File: config.mk
export PLATFORM = sky130hd
export DESIGN_NAME = alarm_latch_top
export DESIGN_NICKNAME = d
export VERILOG_FILES = /design/src/rtl/alarm_pkg.sv /design/src/rtl/alarm_ctrl_reg.sv /design/src/rtl/alarm_stat_bit.sv /design/src/rtl/alarm_pin_drv.sv /design/src/rtl/alarm_latch_top.sv
export SDC_FILE = /design/constraint.sdc
export NUM_CORES = 1
export LEC_CHECK = 0
export BUFFER_PORTS_ARGS = -buffer_cell sky130_fd_sc_hd__buf_2
export CORE_AREA = 2 2 39 41
export DETAILED_ROUTE_END_ITERATION = 12
export DIE_AREA = 0 0 41 43
export SYNTH_ARGS = -nofsm -noshare
export SYNTH_HDL_FRONTEND = slang
export SYNTH_SLANG_ARGS = --single-unit
export TNS_END_PERCENT = 100
File: constraint.sdc
create_clock -name clk -period 2 [get_ports clk]
set_input_delay 0.1 -clock clk [delete_from_list [all_inputs] [get_ports clk]]
set_output_delay 0.1 -clock clk [all_outputs]
set_load 0.02 [all_outputs]
File: src/rtl/alarm_pkg.sv
`timescale 1ns/1ps
package alarm_pkg;
   // Width of the control word: reserved bits, latch-disable, then enables.
   function automatic int ctrl_width(input int nsrc, input int rsv);
      return rsv + 1 + nsrc;
   endfunction
endpackage

File: src/rtl/alarm_ctrl_reg.sv
`timescale 1ns/1ps
module alarm_ctrl_reg #(
   parameter int NSRC   = 2,
   parameter int RSV_W  = 2,
   localparam int CTRL_W = alarm_pkg::ctrl_width(NSRC, RSV_W)
) (
   input  logic              clk,
   input  logic              rst_n,
   input  logic              we_i,
   input  logic [CTRL_W-1:0] wdata_i,
   output logic [NSRC-1:0]   en_o,
   output logic              ld_o,
   output logic [CTRL_W-1:0] rdata_o
);
   localparam int LD_POS = RSV_W;

   always_ff @(posedge clk or negedge rst_n) begin
      if (!rst_n) begin
         ld_o <= 1'b0;
      end else if (we_i) begin
         ld_o <= wdata_i[LD_POS];
      end
   end

   // Source i sits at the top of the word going downwards.
   for (genvar i = 0; i < NSRC; i++) begin : g_en
      always_ff @(posedge clk or negedge rst_n) begin
         if (!rst_n) begin
            en_o[i] <= 1'b0;
         end else if (we_i) begin
            en_o[i] <= wdata_i[CTRL_W-1-i];
         end
      end
      assign rdata_o[CTRL_W-1-i] = en_o[i];
   end

   assign rdata_o[LD_POS] = ld_o;

   if (RSV_W > 0) begin : g_rsv
      assign rdata_o[RSV_W-1:0] = '0;
   end
endmodule

File: src/rtl/alarm_stat_bit.sv
`timescale 1ns/1ps
module alarm_stat_bit (
   input  logic clk,
   input  logic rst_n,
   input  logic fault_i,
   input  logic rd_i,
   input  logic ld_i,
   output logic stat_o
);
   logic nxt;

   always_comb begin
      if (ld_i) begin
         nxt = fault_i;
      end else begin
         // Held until a read finds the fault gone; a live fault wins.
         nxt = fault_i | (stat_o & ~rd_i);
      end
   end

   always_ff @(posedge clk or negedge rst_n) begin
      if (!rst_n) begin
         stat_o <= 1'b0;
      end else begin
         stat_o <= nxt;
      end
   end
endmodule

File: src/rtl/alarm_pin_drv.sv
`timescale 1ns/1ps
module alarm_pin_drv #(
   parameter int NSRC    = 2,
   parameter bit PIN_REG = 1'b0
) (
   input  logic            clk,
   input  logic            rst_n,
   input  logic [NSRC-1:0] stat_i,
   input  logic [NSRC-1:0] en_i,
   input  logic            pin_en_i,
   output logic            alarm_n_o
);
   logic active;

   assign active = pin_en_i & (|(stat_i & en_i));

   if (PIN_REG) begin : g_reg
      always_ff @(posedge clk or negedge rst_n) begin
         if (!rst_n) begin
            alarm_n_o <= 1'b1;
         end else begin
            alarm_n_o <= ~active;
         end
      end
   end else begin : g_comb
      assign alarm_n_o = ~active;
   end
endmodule

File: src/rtl/alarm_latch_top.sv
`timescale 1ns/1ps
module alarm_latch_top #(
   parameter int NSRC    = 2,
   parameter int RSV_W   = 2,
   parameter bit PIN_REG = 1'b0,
   localparam int CTRL_W = alarm_pkg::ctrl_width(NSRC, RSV_W)
) (
   input  logic              clk,
   input  logic              rst_n,
   input  logic [NSRC-1:0]   fault_i,
   input  logic              pin_en_i,
   input  logic              ctl_we_i,
   input  logic [CTRL_W-1:0] ctl_wdata_i,
   output logic [CTRL_W-1:0] ctl_rdata_o,
   input  logic              stat_rd_i,
   output logic [NSRC-1:0]   stat_o,
   output logic              alarm_n_o
);
   if (NSRC < 1) begin : g_bad_nsrc
      $error("alarm_latch_top: NSRC must be at least 1");
   end
   if (RSV_W < 0) begin : g_bad_rsv
      $error("alarm_latch_top: RSV_W must not be negative");
   end

   logic [NSRC-1:0] en;
   logic            ld;

   alarm_ctrl_reg #(.NSRC(NSRC), .RSV_W(RSV_W)) u_ctrl (
      .clk     (clk),
      .rst_n   (rst_n),
      .we_i    (ctl_we_i),
      .wdata_i (ctl_wdata_i),
      .en_o    (en),
      .ld_o    (ld),
      .rdata_o (ctl_rdata_o)
   );

   for (genvar i = 0; i < NSRC; i++) begin : g_src
      alarm_stat_bit u_bit (
         .clk     (clk),
         .rst_n   (rst_n),
         .fault_i (fault_i[i]),
         .rd_i    (stat_rd_i),
         .ld_i    (ld),
         .stat_o  (stat_o[i])
      );
   end

   alarm_pin_drv #(.NSRC(NSRC), .PIN_REG(PIN_REG)) u_pin (
      .clk       (clk),
      .rst_n     (rst_n),
      .stat_i    (stat_o),
      .en_i      (en),
      .pin_en_i  (pin_en_i),
      .alarm_n_o (alarm_n_o)
   );
endmodule

==> flow_summary.yaml <==
clock_tree:
  h-tree-depth: 1
  ctsLongestPathBuffers: 2
  cts_tree: "built"
  numCtsBuffers: 3
  cts.sinks: 5
  cts_resized: 0
  path_clk_slew_ps: 50
  postCtsSetupBuffers: 0
  ctsHoldBuffers: 1
  root_buffer: "clkbuf_4"
  clock_latency_ps: 240
sta:
  final-hold-violation-count: 0
  fin_crit_ps: 1173
  setup-tns-final_ps: 0
  slew_viol_final: 0
  fin_crit_sh: 0.5867
  fmax_mhz: 852.2
  skew_ps: 5.303
  holdWs_ps: 33.70
  rsz0062_at_grt: "false"
  finalSetupViolCount: 0
worst_setup_path:
  arrival_ps: 1070
  start_kind: "flop"
  critical_path_class: "flop to output pin"
  critPathCaptureType: "output pin"
  cp.required_ps: 1900
  cp_max_fo: 3
min_path:
  holdCritPathClass: "input port to flop"
yosys:
  synth.ff_latch_count: 5
  yosysUniqueCellTypes: 8
  syn_area_per_cell_um2: 12.18
  ys_warn_count: 0
  synth_seq_area_share: 0.5405
  synth_area_um2: 231.5
  synth_cells: 19
layout:
  stdcell_area_um2: 329.1
  fin_util: 0.2378
  seqCellArea_um2: 125.1
  nets: 48
  diodes: 0
  drive_gt1_frac: 0.6000
  multiInputGateArea_um2: 72.57
  fill_cells: 157
  area_growth_syn_to_layout_pct: 42.16
detailed_routing:
  wire_per_inst_um: 8.922
  via_per_inst: 3.725
  num_vias: 190
  dr.first_iter.drc_count: 2
  wl_um: 455
  route.detailed.drc: 0
  dr.pass1.iters: 2
  ant_nets: 0
grt:
  grt_pass1_wl_um: 655
  first_global_vias: 184
  grt_antenna_before_repair: 0
  grt_usage: 0.06559
  grt-ovfl-total: 0
  grt_max_degree: 6
pwr:
  irDropWorstVdd_v: 0.0002856
  powerDensity_mw_per_mm2: 880.5
  power_leakage_nw: 0.1737
placement:
  numPortBuffers: 15
  gp_congestion: 0.6041
  postPlaceCellArea_um2: 292.8
floorplan:
  fp.dieH_um: 43
  core_area_mm2: 0.001384
  die_x_um: 41
  row_count: 14
  start_util: 0.1673
  io_pins: 20
  fp.dieArea_mm2: 0.001763
run_status:
  status: "completed"
job:
  drv_cap: 0
registers in the layout, indices dropped and copies added (netlist names):
name and cells:
u_ctrl.ld_o 1, g_src.u_bit.stat_o 2, u_ctrl.en_o 2
cells by family after synthesis:
logic type | Yosys count | share of synthesized area
AOI/OAI and AO/OA | 3 | 0.1027
other | 1 | 0.01620
buffers and inverters | 5 | 0.1622
and+or+nand+nor | 2 | 0.03240
DFF | 5 | 0.5405
muxes | 3 | 0.1459
Yosys cell counts, drive strengths merged:
cell type  n  area (µm²)
conb       1       3.750
buf        5       37.54
dfrtp      5       125.1
nor2       1       3.750
nand2      1       3.750
a21o       2       15.01
a22o       1       8.760
mux2       3       33.78
worst paths after layout:
kind | from | endpoint | slack (ps) | depth (start not counted)
max in group asynchronous | rst_n | g_src[1].u_bit.stat_o | 1660 | 2
worst max-delay path | g_src[0].u_bit.stat_o | alarm_n_o | 830 | 3
worst min register to register | g_src[1].u_bit.stat_o | g_src[1].u_bit.stat_o | 500 | 1
worst max register to register | u_ctrl.en_o[1] | u_ctrl.en_o[1] | 1240 | 1
min in group asynchronous | rst_n | u_ctrl.ld_o | 200 | 2
worst min-delay path | fault_i[0] | g_src[0].u_bit.stat_o | 30 | 2
cell usage in the layout (no fill, tap or decap):
| master | netlist | routed |
|---|---|---|
| dlygate4sd3_1 | 0 | 1 |
| nand2_1 | 1 | 1 |
| a22o_1 | 1 | 1 |
| a21o_1 | 2 | 2 |
| dfrtp_1 | 5 | 5 |
| buf_2 | 0 | 15 |
| mux2_2 | 3 | 3 |
| clkbuf_4 | 0 | 3 |
| nor2_1 | 1 | 1 |
| clkbuf_1 | 0 | 1 |
| conb_1 | 1 | 2 |
critical path, cell delays in order, from the launching register on:
cell	delay, ps
dfrtp_1	380
a22o_1	230
nand2_1	60
buf_2	150
through the flow:
stage / power [mW] / instances / setup WS [ps]
global route: 0.3133 / 51 / 753.4
global placement: 0.1725 / 46 / 1091
finish: 0.2897 / 51 / 826.5
detailed placement: 0.1730 / 46 / 1090
floorplan: 0.1587 / 20 / 1075
CTS: 0.2953 / 51 / 822.9
where the power goes:
| part | internal [mW] | switching (mW) | total (mW) | leakage, nW |
|---|---|---|---|---|
| Sequential | 0.111 | 0.00613 | 0.117 | 0.0576 |
| Clock | 0.0755 | 0.0421 | 0.118 | 0.0150 |
| Combinational | 0.0247 | 0.0306 | 0.0553 | 0.101 |
area by class of cell:
class	count	area share
well taps	16	0.06084
repair buffers	16	0.2586
flip-flops and latches	5	0.3802
clock buffers	4	0.07985
multi-input cells	10	0.2205
layer usage:
layer  share of wire  vias to the layer above  GRT usage
met3            0.15                        0    0.07853
li1                -                       89          -
met4               0                        0    0.04000
met5               0                        -          0
met1            0.40                       87    0.05882
met2            0.45                       14    0.08125
(Power assumes the default switching activity.)
